[config.mk]
export PLATFORM = sky130hd
export DESIGN_NAME = hz_delay_classifier
export DESIGN_NICKNAME = d
export VERILOG_FILES = /design/src/rtl/hz_pkg.sv /design/src/rtl/hz_use_decode.sv /design/src/rtl/hz_class_resolve.sv /design/src/rtl/hz_load_detect.sv /design/src/rtl/hz_delay_classifier.sv
export SDC_FILE = /design/constraint.sdc
export NUM_CORES = 1
export LEC_CHECK = 0
export ABC_AREA = 1
export BUFFER_PORTS_ARGS = -buffer_cell sky130_fd_sc_hd__buf_2
export CORE_AREA = 2 2 62 53
export CTS_CLUSTER_DIAMETER = 30
export CTS_CLUSTER_SIZE = 25
export DETAILED_ROUTE_END_ITERATION = 8
export DIE_AREA = 0 0 64 55
export HOLD_SLACK_MARGIN = 0.1
export PLACE_DENSITY = 0.72
export SLEW_MARGIN = 20
export SYNTH_ARGS = -nofsm -noshare
export SYNTH_HDL_FRONTEND = slang
export SYNTH_SLANG_ARGS = --single-unit
[constraint.sdc]
create_clock -name clk -period 1.55 [get_ports clk]
set_clock_uncertainty 0.2 [all_clocks]
set_input_delay 0.155 -clock clk [delete_from_list [all_inputs] [get_ports clk]]
set_output_delay 0.155 -clock clk [all_outputs]
set_load 0.005 [all_outputs]
[src/rtl/hz_pkg.sv]
package hz_pkg;
    localparam int INSN_W  = 32;
    localparam int REG_W   = 5;
    localparam int OP_W    = 6;
    localparam int OP_LSB  = 26;
    localparam int RS_LSB  = 21;
    localparam int RT_LSB  = 16;
    localparam int RD_LSB  = 11;

    typedef enum logic [1:0] {
        HZ_NONE = 2'd0,
        HZ_RW   = 2'd1,
        HZ_RD   = 2'd2,
        HZ_WR   = 2'd3
    } hz_class_e;

    typedef struct packed {
        logic [OP_W-1:0]  op;
        logic [REG_W-1:0] rs;
        logic [REG_W-1:0] rt;
        logic [REG_W-1:0] rd;
        logic [OP_W-1:0]  fn;
    } insn_fields_t;

    typedef struct packed {
        logic rd_rs;
        logic rd_rt;
        logic wr_rd;
        logic wr_rt;
        logic wr_link;
        logic wr_first;
    } reg_use_t;

    localparam logic [OP_W-1:0] OP_SPECIAL = 6'h00;
    localparam logic [OP_W-1:0] OP_REGIMM  = 6'h01;
    localparam logic [OP_W-1:0] OP_JAL     = 6'h03;
    localparam logic [OP_W-1:0] OP_COP0    = 6'h10;
    localparam logic [OP_W-1:0] OP_COP2    = 6'h12;
    localparam logic [OP_W-1:0] OP_LUI     = 6'h0F;
    localparam logic [OP_W-1:0] OP_LWC2    = 6'h32;
    localparam logic [OP_W-1:0] OP_SWC2    = 6'h3A;

    function automatic insn_fields_t split_insn(input logic [INSN_W-1:0] w);
        insn_fields_t f;
        f.op = w[OP_LSB +: OP_W];
        f.rs = w[RS_LSB +: REG_W];
        f.rt = w[RT_LSB +: REG_W];
        f.rd = w[RD_LSB +: REG_W];
        f.fn = w[OP_W-1:0];
        return f;
    endfunction
endpackage

[src/rtl/hz_use_decode.sv]
module hz_use_decode
    import hz_pkg::*;
(
    input  logic [INSN_W-1:0] insn,
    output reg_use_t          use_o
);
    insn_fields_t f;
    assign f = split_insn(insn);

    always_comb begin
        use_o = '0;
        case (f.op)
            OP_SPECIAL: begin
                case (f.fn)
                    6'h00, 6'h02, 6'h03: begin
                        use_o.rd_rt = 1'b1;
                        use_o.wr_rd = 1'b1;
                    end
                    6'h04, 6'h06, 6'h07,
                    6'h20, 6'h21, 6'h22, 6'h23,
                    6'h24, 6'h25, 6'h26, 6'h27,
                    6'h2A, 6'h2B: begin
                        use_o.rd_rs = 1'b1;
                        use_o.rd_rt = 1'b1;
                        use_o.wr_rd = 1'b1;
                    end
                    6'h08: use_o.rd_rs = 1'b1;
                    6'h09: begin
                        use_o.rd_rs = 1'b1;
                        use_o.wr_rd = 1'b1;
                    end
                    6'h10, 6'h12: use_o.wr_rd = 1'b1;
                    6'h11, 6'h13: use_o.rd_rs = 1'b1;
                    6'h18, 6'h19, 6'h1A, 6'h1B: begin
                        use_o.rd_rs = 1'b1;
                        use_o.rd_rt = 1'b1;
                    end
                    default: use_o = '0;
                endcase
            end
            OP_REGIMM: begin
                case (f.rt)
                    5'h00, 5'h02, 5'h10, 5'h12: use_o.rd_rs = 1'b1;
                    default: use_o = '0;
                endcase
            end
            OP_JAL: use_o.wr_link = 1'b1;
            6'h04, 6'h05: begin
                use_o.rd_rs = 1'b1;
                use_o.rd_rt = 1'b1;
            end
            6'h06, 6'h07: use_o.rd_rs = 1'b1;
            6'h08, 6'h09, 6'h0A, 6'h0B, 6'h0C, 6'h0D, 6'h0E,
            6'h20, 6'h21, 6'h23, 6'h24, 6'h25: begin
                use_o.rd_rs = 1'b1;
                use_o.wr_rt = 1'b1;
            end
            OP_LUI: use_o.wr_rt = 1'b1;
            6'h22, 6'h26: begin
                use_o.rd_rs    = 1'b1;
                use_o.wr_rt    = 1'b1;
                use_o.wr_first = 1'b1;
            end
            6'h28, 6'h29, 6'h2A, 6'h2B, 6'h2E: begin
                use_o.rd_rs = 1'b1;
                use_o.rd_rt = 1'b1;
            end
            OP_LWC2, OP_SWC2: use_o.rd_rs = 1'b1;
            OP_COP0, OP_COP2: begin
                if (f.op == OP_COP0 || f.fn == 6'h00) begin
                    case (f.rs)
                        5'h00, 5'h02: use_o.wr_rt = 1'b1;
                        5'h04, 5'h06: use_o.rd_rt = 1'b1;
                        default: use_o = '0;
                    endcase
                end
            end
            default: use_o = '0;
        endcase
    end
endmodule

[src/rtl/hz_class_resolve.sv]
module hz_class_resolve
    import hz_pkg::*;
#(
    parameter int LINK_REG = 31
) (
    input  logic [INSN_W-1:0] insn,
    input  logic [REG_W-1:0]  reg_no,
    input  reg_use_t          use_i,
    output hz_class_e         cls
);
    localparam logic [REG_W-1:0] LINK = REG_W'(LINK_REG);

    insn_fields_t f;
    logic         read_hit;
    logic         write_hit;
    logic         blank;

    assign f = split_insn(insn);

    always_comb begin
        read_hit  = (use_i.rd_rs && f.rs == reg_no) ||
                    (use_i.rd_rt && f.rt == reg_no);
        write_hit = (use_i.wr_rd && f.rd == reg_no) ||
                    (use_i.wr_rt && f.rt == reg_no) ||
                    (use_i.wr_link && reg_no == LINK);
        blank     = (insn == '0) || (reg_no == '0);

        if (blank) begin
            cls = HZ_NONE;
        end else if (use_i.wr_first) begin
            if (write_hit)     cls = HZ_WR;
            else if (read_hit) cls = HZ_RD;
            else               cls = HZ_NONE;
        end else begin
            case ({read_hit, write_hit})
                2'b11:   cls = HZ_RW;
                2'b10:   cls = HZ_RD;
                2'b01:   cls = HZ_WR;
                default: cls = HZ_NONE;
            endcase
        end
    end
endmodule

[src/rtl/hz_load_detect.sv]
module hz_load_detect
    import hz_pkg::*;
(
    input  logic [INSN_W-1:0] insn,
    output logic              is_load
);
    insn_fields_t f;
    logic         mv_from;

    assign f       = split_insn(insn);
    assign mv_from = (f.rs == 5'h00) || (f.rs == 5'h02);

    always_comb begin
        case (f.op)
            6'h20, 6'h21, 6'h22, 6'h23,
            6'h24, 6'h25, 6'h26: is_load = 1'b1;
            OP_LWC2:             is_load = 1'b1;
            OP_COP0:             is_load = mv_from;
            OP_COP2:             is_load = mv_from && (f.fn == 6'h00);
            default:             is_load = 1'b0;
        endcase
    end
endmodule

[src/rtl/hz_delay_classifier.sv]
module hz_delay_classifier
    import hz_pkg::*;
#(
    parameter bit REG_OUT  = 1'b1,
    parameter int LINK_REG = 31
) (
    input  logic              clk,
    input  logic              rst_n,
    input  logic              in_valid,
    input  logic [REG_W-1:0]  dst_reg,
    input  logic [INSN_W-1:0] slot_insn,
    input  logic [INSN_W-1:0] tgt_insn,
    output logic              out_valid,
    output logic [1:0]        hz_class,
    output logic              slot_is_load
);
    typedef struct packed {
        logic      vld;
        hz_class_e cls;
        logic      trig;
    } res_t;

    reg_use_t  tgt_use;
    hz_class_e cls_now;
    logic      trig_now;
    res_t      res_d;
    res_t      res_q;

    hz_use_decode u_use (
        .insn  (tgt_insn),
        .use_o (tgt_use)
    );

    hz_class_resolve #(.LINK_REG(LINK_REG)) u_resolve (
        .insn   (tgt_insn),
        .reg_no (dst_reg),
        .use_i  (tgt_use),
        .cls    (cls_now)
    );

    hz_load_detect u_trig (
        .insn    (slot_insn),
        .is_load (trig_now)
    );

    always_comb begin
        res_d     = res_q;
        res_d.vld = in_valid;
        if (in_valid) begin
            res_d.cls  = cls_now;
            res_d.trig = trig_now;
        end
    end

    generate
        if (REG_OUT) begin : g_reg
            always_ff @(posedge clk) begin
                if (!rst_n) res_q <= '{vld: 1'b0, cls: HZ_NONE, trig: 1'b0};
                else        res_q <= res_d;
            end
            assign out_valid    = res_q.vld;
            assign hz_class     = res_q.cls;
            assign slot_is_load = res_q.trig;
        end else begin : g_comb
            assign res_q        = '{vld: 1'b0, cls: HZ_NONE, trig: 1'b0};
            assign out_valid    = in_valid;
            assign hz_class     = cls_now;
            assign slot_is_load = trig_now;
        end
    endgenerate
endmodule

# --- Word-level counts from Yosys, hierarchy flattened ---
# Cells that the tools add are included.
word_totals:
  register_bits: 4
  input_bits: 72
  out_inout_bits: 4
  word_cells: 133
classes:
  eq_ne: 79
  mux: 19
  reduce_logical: 32
op_table:
  columns: ["op", "count"]
  rows:
  - ["6-bit equality test (second input constant)", 32]
  - ["6-bit by 5-bit equality test with 1-bit output (second input constant)", 12]
  - ["6-bit by 4-bit equality test with 1-bit output (second input constant)", 10]
  - ["6-bit by 3-bit equality test with 1-bit output (second input constant)", 7]
  - ["32-bit zero test", 1]
  - ["25-bit OR reduction", 1]
  - ["21-bit OR reduction", 1]
  - ["5-bit zero test", 4]
  - ["20-bit OR reduction", 1]
  - ["19-bit OR reduction", 1]
  - ["6-bit by 2-bit equality test with 1-bit output (second input constant)", 3]
  - ["6-bit zero test", 3]
  - ["5-bit by 2-bit equality test with 1-bit output (second input constant)", 3]
  - ["5-bit equality test", 3]
  - ["5-bit equality test (second input constant)", 3]
  - ["15-bit OR reduction", 1]
  - ["5-bit by 3-bit equality test with 1-bit output (second input constant)", 2]
  - ["2-bit 2-to-1 mux", 4]
  - ["1-bit case mux with 2 select lines", 4]
  - ["2-bit OR reduction", 4]
  - ["8-bit OR reduction", 1]
  - ["7-bit OR reduction", 1]
  - ["6-bit by 1-bit equality test with 1-bit output (second input constant)", 1]
  - ["1-bit logical AND", 6]
  - ["9 further kinds", 21]

# --- Logic depth before layout (Yosys ltp) ---
logic_depth:
  depth_word: 12
  ltp_mapped: 17
  ltp_nobuf: 17

# --- Cells and area by module ---
# A second synthesis with hierarchy kept.
unflattened:
  hier_cells: 285
  area_unflattened_um2: 1333.8
modules_own_cells:
  columns: ["module", "instances", "cells_each", "area_each_um2", "seq_area_each_um2"]
  rows:
  - ["hz_use_decode", 1, 137, 638.1, 0.0]
  - ["hz_class_resolve", 1, 104, 455.4, 0.0]
  - ["hz_delay_classifier", 1, 21, 143.9, 80.1]
  - ["hz_load_detect", 1, 23, 96.3, 0.0]

# --- Least setup slack after synthesis ---
# Ideal clock, no wire load.
synth_timing:
  kind: "input -> register"
  startpoint: "input tgt_insn[28]"
  endpoint: "register res_q, in the netlist hz_class[1]"
  arrival_ps: 1347
  path_slack_ps: -109
  path_stages: 14
  n_path_buf: 0
  cell_sequence: "nor2_2 -> nand2_1 -> o21a_1 -> nor2_2 -> nor2_1 -> nand2_1 -> nand2_1 -> nand2_1 -> inv_1 -> ha_1 -> nand2_1 -> o21ai_0 -> nand2_1 -> nand2_1"
synth_via:
  elab_chain_cells: 11
synth_lines:
  columns: ["element", "line", "rtl"]
  rows:
  - ["from (decl)", "hz_delay_classifier.sv:12", "input logic [INSN_W-1:0] tgt_insn,"]
  - ["branches (longest 10 deep; another with 25-bit OR reduction)", null, null]
  - ["2-bit 2-to-1 mux (*)", "hz_class_resolve.sv:28", "if (blank) begin"]
  - ["to (signal assigned)", "hz_delay_classifier.sv:58", "if (!rst_n) res_q <= '{vld: 1'b0, cls: HZ_NONE, trig: 1'b0};"]
  - ["to (signal assigned)", "hz_delay_classifier.sv:59", "else res_q <= res_d;"]
  - ["to (decl)", "hz_delay_classifier.sv:27", "res_t res_q;"]
# Every way passes the cells marked *.
# A chain may end at the register's enable or synchronous reset.

# --- Worst setup path after layout ---
layout_timing:
  startpoint: "input tgt_insn[4]"
  endpoint: "register res_q, in the netlist hz_class[1]"
layout_via:
  elab_chain_cells: 11
layout_lines:
  columns: ["element", "line", "rtl"]
  rows:
  - ["6-bit by 2-bit equality test with 1-bit output, or another cell as far along", "hz_use_decode.sv:14", "case (f.fn)"]
  - ["19-bit OR reduction (no source line) or 1-bit logical OR (tied branches)", null, null]
  - ["1-bit 2-to-1 mux or 5-bit 2-to-1 mux (tied branches)", "hz_use_decode.sv:14, hz_use_decode.sv:70", null]
  - ["1-bit case mux with 2 select lines", "hz_use_decode.sv:12", "case (f.op)"]
  - ["1-bit logical AND (on tied branches)", "hz_class_resolve.sv:23, hz_class_resolve.sv:24", null]
  - ["1-bit logical OR", "hz_class_resolve.sv:23", "write_hit = (use_i.wr_rd && f.rd == reg_no) ||"]
  - ["1-bit logical OR", "hz_class_resolve.sv:24", "(use_i.wr_rt && f.rt == reg_no) ||"]
  - ["2-bit by 1-bit equality test with 1-bit output or 2-bit equality test (tied branches)", "hz_class_resolve.sv:35", "case ({read_hit, write_hit})"]
  - ["2-bit case mux with 3 select lines", "hz_class_resolve.sv:35", null]
  - ["2-bit 2-to-1 mux", "hz_class_resolve.sv:30", "end else if (use_i.wr_first) begin"]
  - ["2-bit 2-to-1 mux (*)", "hz_class_resolve.sv:28", null]
# Mark *: on every way between the ends. The rest lies on a longest branch, timed or not.

==> reports/metrics.yaml <==
status: "complete, but fails checks"
violations: "setup timing"
required_ns: 1.48
setup_violations: 1
critPathTopFamily: "simple AND/OR/NAND/NOR gates"
hold_class: "input port to flip-flop"
pwr_density_cell_nw_per_um2: 342
first_global_vias: 1403
path_class: "input port to flip-flop"
synth-simple-area-share: 0.625
synth_top_family_by_area: "simple AND/OR/NAND/NOR gates"
grt.total_usage: 0.191
finalHoldViolCount: 0
place_congestion: 0.849
top_usage_layer: "met2"
synth_mux_area_frac: 0
antenna_found_initial: 0
worst-path-max-fanout: 6
synth_nets: 272
n_antenna_cell: 0
die_y_um: 55
cpMostUsedCell: "nand2_1"
clk_pin_slew_ns: 0.04
die_w_um: 64
fin_nets: 367
dp_hpwl_mm: 2.72
slowest_stage: "ha_1"
routed_wirelength_mm: 3.32
fmax_mhz: 632
vdd_ir_drop_max_mv: 0.169
crit_path_end_kind: "flip-flop"
fillers: 275
drive_gt1_frac: 0.428
viasPerCell: 4.66
dr.pass1.iters: 4
synthTopCellsByArea: "nand2_1 19%, nand3_1 14%, nor2_1 9.9%"
synth-xor-area-share: 0.0852
first_iter_violations: 39
ys_ff_latch: 4
fp-row-count: 18
mostFrequentLayoutCells: "52 x buf_2, 48 x nand2_1, 28 x nand3_1, 27 x buf_4, 23 x nor2_1"
drv_cap: 0
num_vias: 1546
worstPathArrival_ns: 1.51
grt_util_met2: 0.399
initial_core_util: 0.354
cts_tree: "built"
cts_buffers: 3
io_pins: 76
slew_viol_final: 0
core_sq_um: 2910
min_period_over_period: 1.02
hold_slack_ns: 0.102
root_buffer: "clkbuf_4"
synth_seq_area_share: 0.0779
clk_latency_ns: 0.24
finalCoreUtilization: 0.608
cpPeakStageDelay_ns: 0.28
netlist.area_leader.share: 0.186
wl_per_cell_um: 10.0
final_common_cell: "buf_2"
synth_compound_area_frac: 0.0937
finalWorstSetupSlack_ns: -0.0315
clockBufferDepth: 2
max-slew-margin-rel: 0.798
use_met3: 0.0283
cp-start-kind: "input port"
avgSynthCellArea_sq_um: 5.17
postSynthCellCount: 199
numPortBuffers: 59
cp_num_buf_inv: 2
drt.antenna.violating_nets: 0
place_worst_setup_slack_ns: -0.304
synth_largest_area_cell: "nand2_1"
htree_num_levels: 1
p_leak_uw: 0.000929
synth_fa_ha_area_frac: 0.0122
period_needed_ns: 1.58
max_slew.worst_pin.slew_ns: 0.300
syn_area_sq_um: 1030
grt_max_degree: 7
synthDistinctLibCells: 27
syn_to_final_growth_pct: 71.7
rsz0062_at_grt: "yes"
ys_warn_count: 0
drc: 0
met1_usage: 0.212
grt_pass1_wl_mm: 5.41
clkSinkCount: 4
grt_overflow_total: 0
path_cells: "buf_2, nor2_4, nand3_1, nand2_1, nand3_1, nand2_1, nand2_1, nand3_2, inv_1, ha_1, nand2_1, o21ai_1, nand2_1, nand2_1"
die-area_sq_um: 3520
-- final timing paths --
path                       from  depth (start not counted)  slack, ns      endpoint
setup / recovery    tgt_insn[4]                         14      -0.03   hz_class[1]
hold / removal    slot_insn[26]                          4       0.10  slot_is_load
setup reg to reg   slot_is_load                          2       0.78  slot_is_load
hold reg to reg     hz_class[0]                          2       0.28   hz_class[0]
-- worst reg2reg max path, stage by stage (launching register included) --
cell	delay, ns
dfxtp_1	0.31
nand3_1	0.07
o21ai_1	0.07
-- cells by family after synthesis --
kind of cell,after synthesis
DFF,4
and+or+nand+nor,139
xor gates and xnor gates,10
adders and majority gates,1
buffers and inverters,29
AOI/OAI and AO/OA,16
-- cells in the mapped netlist --
| library cell | number |
|---|---|
| nor3_1 | 5 |
| nand2_2 | 1 |
| inv_1 | 20 |
| nor2_2 | 10 |
| or2_0 | 1 |
| nand4_1 | 3 |
| inv_2 | 9 |
| o31ai_1 | 2 |
| or2_2 | 2 |
| o21a_1 | 1 |
| xor2_1 | 5 |
| a31oi_1 | 1 |
| o21ai_0 | 6 |
| dfxtp_1 | 4 |
| nand3_1 | 29 |
| o2111ai_1 | 1 |
| xnor2_1 | 5 |
| nor3_2 | 1 |
| ha_1 | 1 |
| nand3b_1 | 3 |
| o22ai_1 | 1 |
| a211oi_1 | 1 |
| nand2_1 | 51 |
| a21oi_1 | 3 |
| nor2_1 | 27 |
| nand3_2 | 1 |
| nor4_1 | 5 |
-- per-layer routing --
layer | vias up | wire, um
met2 | 50 | 1650
li1 | 839 | -
met3 | 2 | 217
met5 | - | 0
met1 | 655 | 1440
met4 | 0 | 12
-- report_power, final --
part / internal [uW] / total [uW] / switching, uW
Combinational: 184 / 362 / 178
Clock: 87.0 / 135 / 47.7
Sequential: 106 / 107 / 0.873
-- stage by stage --
stage	TNS [ns]	power, uW	area, sq um	instances
2_1_floorplan	-0.0232	253	1050	199
3_3_place_gp	-0.316	421	1570	321
3_5_place_dp	-0.304	425	1570	321
4_1_cts	-0.0109	599	1750	331
5_1_grt	-0.189	652	1770	332
6_report	-0.0315	603	1770	332
-- layout make-up --
type,instances,area [sq um],area share
well taps,40,50.0,0.0283
multi-input cells,166,906,0.513
repair buffers,90,588,0.333
clock buffers,3,22.5,0.0128
flip-flops and latches,4,80.1,0.0454
inverters,29,119,0.0673
-- state kept, by name, summed over array words and instances (netlist names) --
signal        cells
out_valid         1
hz_class          2
slot_is_load      1
-- timing repair --
item	4_1_cts	5_1_grt
endpoints found under the hold margin	4	0
pin swaps	18	4
setup endpoints to repair	1	2
cloned	0	0
hold buffers	5	0
resized for setup	30	4
setup buffers	2	1
(Power assumes the default switching activity.)
